<file path="config.mk">
export PLATFORM = sky130hd
export DESIGN_NAME = mark_swap_top
export DESIGN_NICKNAME = d
export VERILOG_FILES = /design/src/rtl/mswap_pkg.sv /design/src/rtl/mswap_merge.sv /design/src/rtl/mswap_seq.sv /design/src/rtl/mark_swap_top.sv
export SDC_FILE = /design/constraint.sdc
export NUM_CORES = 1
export LEC_CHECK = 0
export CAP_MARGIN = 20
export CORE_MARGIN = 2
export CORE_UTILIZATION = 49
export CTS_BUF_LIST = sky130_fd_sc_hd__clkbuf_4 sky130_fd_sc_hd__clkbuf_8 sky130_fd_sc_hd__clkbuf_16
export CTS_CLUSTER_SIZE = 25
export DETAILED_ROUTE_END_ITERATION = 7
export PLACE_DENSITY_LB_ADDON = 0.3
export SYNTH_ARGS = -nofsm -noshare
export SYNTH_HDL_FRONTEND = slang
export SYNTH_SLANG_ARGS = --single-unit
</file>
<file path="constraint.sdc">
create_clock -name clk -period 1.65 [get_ports clk]
set_input_delay 0.2475 -clock clk [delete_from_list [all_inputs] [get_ports clk]]
set_output_delay 0.2475 -clock clk [all_outputs]
set_load 0.01 [all_outputs]
</file>
<file path="src/rtl/mswap_pkg.sv">
package mswap_pkg;
  typedef enum logic [2:0] {
    ST_IDLE,
    ST_RD_HI,
    ST_CAP_LO,
    ST_CAP_HI,
    ST_PUT_AUX,
    ST_PUT_LO,
    ST_PUT_HI,
    ST_LAST
  } mswap_state_e;
endpackage

</file>
<file path="src/rtl/mswap_merge.sv">
module mswap_merge #(
  parameter int DATA_W = 8
) (
  input  logic [DATA_W-1:0]         lo,
  input  logic [DATA_W-1:0]         hi,
  input  logic [DATA_W-1:0]         aux,
  input  logic [$clog2(DATA_W)-1:0] sh,
  output logic [DATA_W-1:0]         marker,
  output logic [DATA_W-1:0]         new_lo,
  output logic [DATA_W-1:0]         new_hi
);
  localparam int W2 = 2 * DATA_W;

  logic [W2-1:0] pair, shifted, keep, ins, mixed;

  always_comb begin
    pair    = {hi, lo};
    shifted = pair >> sh;
    keep    = ~({{DATA_W{1'b0}}, {DATA_W{1'b1}}} << sh);
    ins     = {{DATA_W{1'b0}}, aux} << sh;
    mixed   = (pair & keep) | ins;
    marker  = shifted[DATA_W-1:0];
    new_lo  = mixed[DATA_W-1:0];
    new_hi  = mixed[W2-1:DATA_W];
  end
endmodule

</file>
<file path="src/rtl/mswap_seq.sv">
module mswap_seq
  import mswap_pkg::*;
#(
  parameter int DATA_W = 8,
  parameter int ADDR_W = 10
) (
  input  logic                      clk,
  input  logic                      rst,
  input  logic                      start,
  input  logic [ADDR_W-1:0]         byte_ofs,
  input  logic [$clog2(DATA_W)-1:0] bit_ofs,
  input  logic [DATA_W-1:0]         pg_rdata,
  input  logic [DATA_W-1:0]         aux_rdata,
  input  logic [DATA_W-1:0]         marker,
  input  logic [DATA_W-1:0]         new_lo,
  input  logic [DATA_W-1:0]         new_hi,
  output logic [DATA_W-1:0]         lo_q,
  output logic [DATA_W-1:0]         hi_q,
  output logic [DATA_W-1:0]         aux_q,
  output logic [$clog2(DATA_W)-1:0] sh_q,
  output logic                      busy,
  output logic                      done,
  output logic [ADDR_W-1:0]         pg_addr,
  output logic                      pg_rd_en,
  output logic                      pg_we,
  output logic [DATA_W-1:0]         pg_wdata,
  output logic                      aux_rd_en,
  output logic                      aux_we,
  output logic [DATA_W-1:0]         aux_wdata
);
  localparam int SH_W = $clog2(DATA_W);

  mswap_state_e      st;
  logic [ADDR_W-1:0] base_q;
  logic [ADDR_W-1:0] next_addr;

  assign next_addr = base_q + ADDR_W'(1);
  assign busy      = (st != ST_IDLE);

  always_ff @(posedge clk) begin
    if (rst) begin
      st        <= ST_IDLE;
      base_q    <= '0;
      sh_q      <= '0;
      lo_q      <= '0;
      hi_q      <= '0;
      aux_q     <= '0;
      done      <= 1'b0;
      pg_addr   <= '0;
      pg_rd_en  <= 1'b0;
      pg_we     <= 1'b0;
      pg_wdata  <= '0;
      aux_rd_en <= 1'b0;
      aux_we    <= 1'b0;
      aux_wdata <= '0;
    end else begin
      done <= 1'b0;
      unique case (st)
        ST_IDLE: begin
          if (start) begin
            base_q    <= byte_ofs;
            sh_q      <= SH_W'(bit_ofs);
            pg_addr   <= byte_ofs;
            pg_rd_en  <= 1'b1;
            aux_rd_en <= 1'b1;
            st        <= ST_RD_HI;
          end
        end
        ST_RD_HI: begin
          pg_addr   <= next_addr;
          aux_rd_en <= 1'b0;
          st        <= ST_CAP_LO;
        end
        ST_CAP_LO: begin
          lo_q     <= pg_rdata;
          aux_q    <= aux_rdata;
          pg_rd_en <= 1'b0;
          st       <= ST_CAP_HI;
        end
        ST_CAP_HI: begin
          hi_q <= pg_rdata;
          st   <= ST_PUT_AUX;
        end
        ST_PUT_AUX: begin
          aux_we    <= 1'b1;
          aux_wdata <= marker;
          st        <= ST_PUT_LO;
        end
        ST_PUT_LO: begin
          aux_we   <= 1'b0;
          pg_we    <= 1'b1;
          pg_addr  <= base_q;
          pg_wdata <= new_lo;
          st       <= ST_PUT_HI;
        end
        ST_PUT_HI: begin
          if (sh_q != '0) begin
            pg_addr  <= next_addr;
            pg_wdata <= new_hi;
            st       <= ST_LAST;
          end else begin
            pg_we <= 1'b0;
            done  <= 1'b1;
            st    <= ST_IDLE;
          end
        end
        ST_LAST: begin
          pg_we <= 1'b0;
          done  <= 1'b1;
          st    <= ST_IDLE;
        end
        default: st <= ST_IDLE;
      endcase
    end
  end
endmodule

</file>
<file path="src/rtl/mark_swap_top.sv">
module mark_swap_top #(
  parameter int DATA_W = 8,
  parameter int ADDR_W = 10
) (
  input  logic                      clk,
  input  logic                      rst,
  input  logic                      start,
  input  logic [ADDR_W-1:0]         byte_ofs,
  input  logic [$clog2(DATA_W)-1:0] bit_ofs,
  output logic                      busy,
  output logic                      done,
  output logic [ADDR_W-1:0]         pg_addr,
  output logic                      pg_rd_en,
  input  logic [DATA_W-1:0]         pg_rdata,
  output logic                      pg_we,
  output logic [DATA_W-1:0]         pg_wdata,
  output logic                      aux_rd_en,
  input  logic [DATA_W-1:0]         aux_rdata,
  output logic                      aux_we,
  output logic [DATA_W-1:0]         aux_wdata
);
  localparam int SH_W = $clog2(DATA_W);

  logic [DATA_W-1:0] lo_q, hi_q, aux_q;
  logic [SH_W-1:0]   sh_q;
  logic [DATA_W-1:0] marker, new_lo, new_hi;

  mswap_merge #(.DATA_W(DATA_W)) merge_i (
    .lo     (lo_q),
    .hi     (hi_q),
    .aux    (aux_q),
    .sh     (sh_q),
    .marker (marker),
    .new_lo (new_lo),
    .new_hi (new_hi)
  );

  mswap_seq #(.DATA_W(DATA_W), .ADDR_W(ADDR_W)) seq_i (
    .clk       (clk),
    .rst       (rst),
    .start     (start),
    .byte_ofs  (byte_ofs),
    .bit_ofs   (bit_ofs),
    .pg_rdata  (pg_rdata),
    .aux_rdata (aux_rdata),
    .marker    (marker),
    .new_lo    (new_lo),
    .new_hi    (new_hi),
    .lo_q      (lo_q),
    .hi_q      (hi_q),
    .aux_q     (aux_q),
    .sh_q      (sh_q),
    .busy      (busy),
    .done      (done),
    .pg_addr   (pg_addr),
    .pg_rd_en  (pg_rd_en),
    .pg_we     (pg_we),
    .pg_wdata  (pg_wdata),
    .aux_rd_en (aux_rd_en),
    .aux_we    (aux_we),
    .aux_wdata (aux_wdata)
  );
endmodule

</file>
After elaboration in Yosys (flattened, before gate mapping)
Cells that the tools add are included.
- $add $sub $neg: 1
- equality and inequality tests: 10
- shifts and indexed selects: 3
- muxes and demuxes: 16
- bitwise gates (word level): 3
- reduce and logical (&&, ||, !) cells: 15
- operators with widths (operator ; count):
    one-hot mux 10 bit (4 select lines) ; 1
    one-hot mux 3 bit (8 select lines) ; 1
    two-way mux 10 bit ; 2
    AND 16 bit ; 1
    inverter 16 bit ; 1
    bitwise OR 16 bit ; 1
    one-hot mux 8 bit (2 select lines) ; 1
    left shift 8 x 3 -> 16 bit ; 1
    left shift 8 x 3 -> 16 bit, first input constant ; 1
    right shift 16 x 3 -> 8 bit ; 1
    equality test 3 bit, second input constant ; 4
    adder 10 x 1 -> 10 bit, second input constant ; 1
    AND reduction 2 bit ; 5
    nonzero test 3 bit ; 3
    two-way mux 8 bit ; 1
    one-hot mux 1 bit (2 select lines) ; 4
    nonzero test 2 bit ; 4
    equality test 3 x 2 -> 1 bit, second input constant ; 2
    two-way mux 3 bit ; 2
    inequality test 2 bit, second input constant ; 2
    nonzero test 4 bit ; 1
    equality test 3 x 1 -> 1 bit, second input constant ; 1
    logical NOT 3 bit ; 1
    two-way mux 1 bit ; 3
    other kinds (3) ; 3
- register bits after elaboration: 71
- input port bits: 32
- logic and storage cells: 62

Depth between registers and ports, before layout
Gate-level depths: netlist of the first run.
- depth in word-level cells: 6
- depth in mapped cells: 7

Cells and area by module
Synthesis of the first run repeated with hierarchy kept, for this count alone.
- cells, all modules: 498
- area total of the unflattened synthesis: 3992.6 µm²
- modules (own cells, without submodules) (module ; instances ; cells an instance ; area each (µm²) ; seq. area each (µm²)):
    mswap_seq ; 1 ; 379 ; 3059.2 ; 1421.4
    mswap_merge ; 1 ; 119 ; 933.4 ; 0.0

Worst setup path after synthesis of the first run
Ideal clock, no wire load.
- path type: register -> register
- start point: register seq_i.sh_q[0]
- end point: register seq_i.pg_wdata[5]
- library setup time: 0.129 ns
- arrival: 1.489 ns
- required time: 1.521 ns
- slack: 0.032 ns
- stages on the path, launching flop included: 6
- path through: dfxtp_1 buf_6 mux4_2 mux2_2 a21oi_1 a21oi_1
- longest elaborated chain between the ends: 6
- RTL lines (element ; RTL line ; RTL):
    start: declaration ; mswap_seq.sv:20 ; output logic [$clog2(DATA_W)-1:0] sh_q,
    start signal: assignment ; mswap_seq.sv:62 ; sh_q <= SH_W'(bit_ofs);
    left shift 8 x 3 -> 16 bit ; mswap_merge.sv:19 ; keep = ~({{DATA_W{1'b0}}, {DATA_W{1'b1}}} << sh);
    inverter 16 bit ; mswap_merge.sv:19 ;
    AND 16 bit ; mswap_merge.sv:21 ; mixed = (pair & keep) | ins;
    bitwise OR 16 bit ; mswap_merge.sv:21 ;
    two-way mux 8 bit ; mswap_seq.sv:97 ; if (sh_q != '0) begin
    one-hot mux 8 bit (2 select lines) ; mswap_seq.sv:58 ; unique case (st)
    end signal: assignment ; mswap_seq.sv:93 ; pg_wdata <= new_lo;
    end signal: assignment ; mswap_seq.sv:99 ; pg_wdata <= new_hi;
    end: declaration ; mswap_seq.sv:26 ; output logic [DATA_W-1:0] pg_wdata,
Several ways; a longest one is shown, not always the timed one. The select of a mux whose other input is x is not followed.
A chain may end at the register's enable or synchronous reset.

Final worst setup path of the first run
- start point: register seq_i.sh_q[0]
- end point: register seq_i.pg_wdata[2]
Same word-level chain as after synthesis.

==> results of run 1 <==
-- worst register-to-register path: stages, from the launching register on --
cell	delay, ns
dfxtp_2	0.35
buf_12	0.14
mux4_1	0.57
nand2b_1	0.16
a31oi_1	0.15
o21ai_1	0.08
o211a_1	0.12
-- metal layers --
layer | vias to the layer above | part of all wire
met4 | 0 | 0.020
met5 | - | 0
met2 | 284 | 0.44
met3 | 25 | 0.099
met1 | 2028 | 0.44
li1 | 2015 | -
-- layout by cell type, fill, tap and decap left out, types with 4 or more instances in the layout --
| master | synthesis | layout |
|---|---|---|
| dfxtp_1 | 71 | 65 |
| mux4_2 | 15 | 15 |
| a21oi_1 | 73 | 70 |
| xor2_1 | 4 | 4 |
| o211ai_1 | 9 | 9 |
| mux2i_1 | 15 | 12 |
| nand2_1 | 105 | 104 |
| dfxtp_2 | 0 | 4 |
| o21ai_0 | 13 | 13 |
| mux2_2 | 6 | 4 |
| o22ai_1 | 4 | 4 |
| clkbuf_8 | 0 | 9 |
| nor3_2 | 3 | 4 |
| a211oi_1 | 11 | 9 |
| inv_1 | 6 | 5 |
| nor3_1 | 10 | 9 |
| buf_12 | 0 | 7 |
| nor2_1 | 34 | 32 |
| buf_4 | 7 | 60 |
| xnor2_1 | 4 | 4 |
| nand3_1 | 13 | 11 |
| clkdlybuf4s50_1 | 0 | 61 |
-- power breakdown --
part | switching (W) | internal (W) | total [W] | leakage (nW)
registers | 0.000101 | 0.00181 | 0.00191 | 0.581
clock network | 0.000732 | 0.000570 | 0.00130 | 0.0863
logic | 0.000584 | 0.000592 | 0.00118 | 1.39
total | 0.00142 | 0.00297 | 0.00439 | 2.06
-- cells in the mapped netlist, drive strengths merged (2+ instances only) --
cell,instances,area [µm²]
nand2,105,394
a21oi,73,365
dfxtp,71,1420
nor2,34,128
buf,30,184
mux4,17,390
mux2i,15,150
o21ai,14,70.1
nand3,13,65.1
nor3,13,80.1
a211oi,11,82.6
clkbuf,10,37.5
o211ai,9,67.6
inv,8,30.0
mux2,7,78.8
o22ai,6,50.0
o32ai,4,35.0
xnor2,4,35.0
xor2,4,35.0
a311oi,3,26.3
nand2b,3,18.8
nor2b,3,18.8
a211o,2,17.5
a221oi,2,17.5
a222oi,2,20.0
a22oi,2,20.0
a31oi,2,12.5
and2,2,12.5
nand3b,2,27.5
nand4,2,12.5
nor4,2,12.5
o311ai,2,17.5
o31ai,2,15.0
-- registers in the layout (all words and copies together), names as in the netlist --
name and count:
seq_i.aux_q 8, seq_i.aux_rd_en 1, seq_i.aux_wdata 8, seq_i.aux_we 1, seq_i.base_q 10, seq_i.done 1
seq_i.hi_q 8, seq_i.lo_q 8, seq_i.pg_addr 10, seq_i.pg_rd_en 1, seq_i.pg_wdata 8, seq_i.pg_we 1
seq_i.sh_q 3, seq_i.st 3
-- layout make-up --
class,count,share of cell area
sequential,71,0.255
clock inverter,6,0.00824
inverter,8,0.00646
multi-input combinational,377,0.455
tap,105,0.0234
clock buffer,10,0.0234
timing repair buffer,134,0.229
-- cell families (layout without fill, tap and decap cells) --
kind of cell | Yosys count | count (layout) | share of synthesized area
flops | 71 | 71 | 0.345
buf+inv | 48 | 158 | 0.0611
fa+ha+maj | 1 | 1 | 0.00304
compound gates | 145 | 145 | 0.227
simple gates | 184 | 184 | 0.196
xor+xnor | 8 | 8 | 0.0170
mux | 39 | 39 | 0.150
-- through the flow --
step / worst slack (ns) / cell area (µm²) / hold WS [ns] / TNS [ns] / power [W]
final: -0.0226 / 5620 / 0.192 / -0.0259 / 0.00439
after global placement: -0.00737 / 5140 / 0.443 / -0.00737 / 0.00298
after global routing: -0.0800 / 5620 / 0.213 / -0.333 / 0.00457
after CTS: -0.0119 / 5370 / 0.188 / -0.0119 / 0.00430
after detailed placement: -0.0407 / 5140 / 0.445 / -0.0564 / 0.00300
after floorplan: 0.0317 / 4120 / 0.383 / 0 / 0.00253
-- timing repair --
| item | in CTS | in global routing |
|---|---|---|
| setup buffers | 4 | 10 |
| gates resized for setup | 12 | 30 |
| endpoints found under the setup margin | 6 | 20 |
| pin swaps | 2 | 4 |
| gates cloned | 0 | 2 |
-- worst paths after layout --
kind	slack (ns)	depth (start not counted)	endpoint	startpoint
setup / recovery	-0.02	6	seq_i.pg_wdata[2]$_SDFFE_PP0P_	seq_i.sh_q[0]$_SDFFE_PP0P_
hold / removal	0.19	2	seq_i.pg_addr[9]$_SDFFE_PP0P_	rst
setup reg to reg	-0.02	6	seq_i.pg_wdata[2]$_SDFFE_PP0P_	seq_i.sh_q[0]$_SDFFE_PP0P_
hold reg to reg	0.45	2	seq_i.pg_addr[2]$_SDFFE_PP0P_	seq_i.pg_addr[2]$_SDFFE_PP0P_
==> impl_metrics.ini, run 1 <==
[run_status]
status = finished with violations
violations = setup timing

[synth]
syn_inst = 496
synthFlopType = dfxtp_1
synth_edf_count = 0
synth-warning-count = 0
synth_nets = 529
async_flop_share = 0
synth_cell_types = 62
syn_area_per_cell_um2 = 8.30
yosysSeqAreaShare = 0.345
syn_area_mm2 = 0.00412
ys_ff_latch = 71

[run]
drv_cap = 0

[clock_tree]
clock-sinks = 71
cts_tree = done
insertion_delay_ns = 0.36
clk_path_buf_depth = 2
cts_root_buffer = clkbuf_8
cts.htree.levels = 3
clkTransAtPathRegs_ns = 0.09
cts_made_buffers = 9
cts-hold-fix-buffers = 0

[placement]
hpwl_mm = 8.96
dp_cells = 679
port_buffers = 63
gp_congestion = 0.892

[layout]
antenna-diode-count = 0
drive_above_1_share = 0.244
regArea_mm2 = 0.00143
area_growth_pct = 36.4
nets = 634
instances_no_fill = 711
postLayoutCoreUtil = 0.687
nFillCells = 652
multiInputGateArea_mm2 = 0.00255

[floorplan]
initial_core_util = 0.504
fp-row-count = 33
dieWidth_um = 95.7
die_area_mm2 = 0.00915
die_y_um = 95.7
fp.coreArea_mm2 = 0.00818
io_pins = 64

[timing]
fmax_ghz = 0.598
clock_skew_ns = 0.0132
max_slew_margin = 0.674
layout_min_cycle_time_ns = 1.67
timing.final.hold_violations = 0
drv_slew = 0
worstMarginPinSlew_ns = 0.486
rsz0062_at_grt = yes
postLayoutSetupSlackWorst_ns = -0.0226
finalSetupViolCount = 2
fin_crit_sh = 1.01

[power]
irDropWorstVdd_uv = 616
p_per_area_mw_per_mm2 = 782
power.leakage_nw = 2.06

[setup_path]
end_kind = register
crit_fanout = 11
crit_type = register to register
start_kind = register
crit_slowest_cell = mux4_1
cp_cell_sequence = buf_12 > mux4_1 > nand2b_1 > a31oi_1 > o21ai_1 > o211a_1
crit_family = multiplexers
crit_arrival_ns = 1.93
critical_path.max_stage_delay_ns = 0.57
crit_required_ns = 1.91
cp.buffers_inverters = 1

[global_routing]
grt_max_degree = 57
overflow = 0
grt_pass1_vias = 3745
met2_usage = 0.407
grt_pass1_wl_mm = 19.9
track_usage = 0.286
use_met1 = 0.428
grtUsageMet3 = 0.0530
busiest_layer = met1
antenna_found_initial = 0

[routing]
route.detailed.wl_per_inst_um = 18.4
via_per_inst = 6.12
drt-initial-drc-count = 480
drc = 0
wl_mm = 13.1
firstDrtPassIters = 5
ant_nets = 0
routed-via-count = 4352

[hold_path]
hp-class = input port to register
(Power assumes the default switching activity.)
==> run 2, diff against run 1 <==
CORE_ASPECT_RATIO = 2   (was unset)
==> run 2 against run 1 <==
  * The flow still finishes with violations (setup timing)
  * Via count down 0.94%
  * Clock power rose by 56%
  * Maximum frequency about the same
  * Sequential share of layout area shrank 0.87 points
  * Sequential power hardly changed
  * Combinational power barely moved
  * Critical path type unchanged
  * Critical endpoint is now seq_i.pg_wdata[1]$_SDFFE_PP0P_
  * Largest cell class unchanged
==> impl_metrics.ini, run 2 (synthesis results as in run 1) <==
[run_status]
status = finished with violations
violations = setup timing

[floorplan]
dieWidth_um = 68.8
die_y_um = 134
die_area_mm2 = 0.00920
fp.coreArea_mm2 = 0.00823
io_pins = 64
initial_core_util = 0.500
fp-row-count = 47

[global_routing]
grt_pass1_wl_mm = 20.6
track_usage = 0.305
antenna_found_initial = 0
grt_max_degree = 34
grt_pass1_vias = 4156
overflow = 0

[clock_tree]
cts_root_buffer = clkbuf_16
clk_path_buf_depth = 2
cts.htree.levels = 3
clock-sinks = 71
insertion_delay_ns = 0.34
cts-hold-fix-buffers = 0
clkTransAtPathRegs_ns = 0.06
cts_tree = done
cts_made_buffers = 9

[timing]
max_slew_margin = 0.722
layout_min_cycle_time_ns = 1.67
setup_tns_ns = -0.0327
finalSetupViolCount = 2
rsz0062_at_grt = yes
worstMarginPinSlew_ns = 0.411
drv_slew = 0
postLayoutSetupSlackWorst_ns = -0.0217
fmax_ghz = 0.598
fin_crit_sh = 1.01
whs_ns = 0.245
timing.final.hold_violations = 0
clock_skew_ns = 0.00555

[routing]
drc = 0
wl_mm = 14.2
ant_nets = 0
via_per_inst = 6.09
routed-via-count = 4311
drt-initial-drc-count = 355
route.detailed.wl_per_inst_um = 20.1
firstDrtPassIters = 5

[run]
drv_cap = 0

[placement]
dp_cells = 675
hpwl_mm = 9.54
gp_congestion = 0.981
placed_area_mm2 = 0.00510
port_buffers = 63

[hold_path]
hp-class = input port to register

[layout]
instances_no_fill = 708
final_area_mm2 = 0.00584
reg.largest.list = seq_i.base_q: 10 flops, seq_i.pg_addr: 10 flops
area_growth_pct = 41.9
layout_commonest_cell = nand2_1
final_cell_mix = nand2_1 (105), a21oi_1 (70), clkdlybuf4s50_1 (61), dfxtp_1 (61), buf_4 (56)
regArea_mm2 = 0.00144
drive_above_1_share = 0.254
nets = 638
postLayoutCoreUtil = 0.710
antenna-diode-count = 0
multiInputGateArea_mm2 = 0.00261
nFillCells = 672

[setup_path]
crit_fanout = 6
end_kind = register
crit_required_ns = 1.88
crit_arrival_ns = 1.90
crit_type = register to register
start_kind = register

[power]
p_per_area_mw_per_mm2 = 885
power.leakage_nw = 2.13
irDropWorstVdd_uv = 625
p_comb_frac = 0.235
power_frac_seq = 0.373
p_clk_frac = 0.392
sw_frac_of_total = 0.295
internal-power_w = 0.00364
p_sw_w = 0.00153
## run 2: cell types whose count changed in the layout (fill, tap and decap cells not counted), moves of 3 or more
cell | before | now
buf_4 | 60 | 56
dfxtp_1 | 65 | 61
dfxtp_2 | 4 | 7
buf_12 | 7 | 2
clkbuf_8 | 9 | 1
clkbuf_16 | 2 | 13
buf_6 | 2 | 9
buf_8 | 0 | 3
## run 2: final timing paths
kind | cells past startpoint | from | slack (ns) | end
max | 5 | seq_i.sh_q[0]$_SDFFE_PP0P_ | -0.02 | seq_i.pg_wdata[1]$_SDFFE_PP0P_
min | 2 | rst | 0.25 | seq_i.base_q[8]$_SDFFE_PP0P_
max reg2reg | 5 | seq_i.sh_q[0]$_SDFFE_PP0P_ | -0.02 | seq_i.pg_wdata[1]$_SDFFE_PP0P_
min reg2reg | 2 | seq_i.base_q[8]$_SDFFE_PP0P_ | 0.45 | seq_i.base_q[8]$_SDFFE_PP0P_
## run 2: area by class of cell
cell class | instances | area share
Multi-Input combinational cell | 378 | 0.446
Clock buffer | 10 | 0.0409
Inverter | 8 | 0.00578
Clock inverter | 6 | 0.0118
Tap cell | 98 | 0.0210
Sequential cell | 71 | 0.247
Timing Repair Buffer | 137 | 0.228
## run 2: repair_timing
action,in CTS,in global routing
setup buffers,2,9
pin swaps,1,15
resized for setup,11,53
endpoints found under the setup margin,8,25
cloned,1,5
## run 2: worst max-delay path: stages, from the launching register on
cell	delay, ns
dfxtp_4	0.38
buf_8	0.14
mux4_2	0.53
a211o_1	0.29
a22oi_2	0.16
nor2_1	0.06
## run 2: metrics by stage
stage / power, W / setup WS (ns)
floorplan: 0.00253 / 0.0317
global placement: 0.00297 / -0.0324
detailed placement: 0.00299 / -0.0638
CTS: 0.00502 / -0.0277
global route: 0.00535 / -0.162
finish: 0.00517 / -0.0217
## run 2: metal layers
layer  global-route usage  share of wire
met3               0.0524          0.045
met5                    0              0
met2                0.553           0.57
met4                0.180          0.054
met1                0.303           0.33
## run 2: power groups by stage
stage          clock, W  sequential (W)  combinational, W
6_report        0.00203         0.00193           0.00121
5_1_grt         0.00211         0.00194           0.00130
4_1_cts         0.00204         0.00191           0.00107
3_5_place_dp          0         0.00195           0.00104
3_3_place_gp          0         0.00194           0.00103
2_1_floorplan         0         0.00193          0.000604
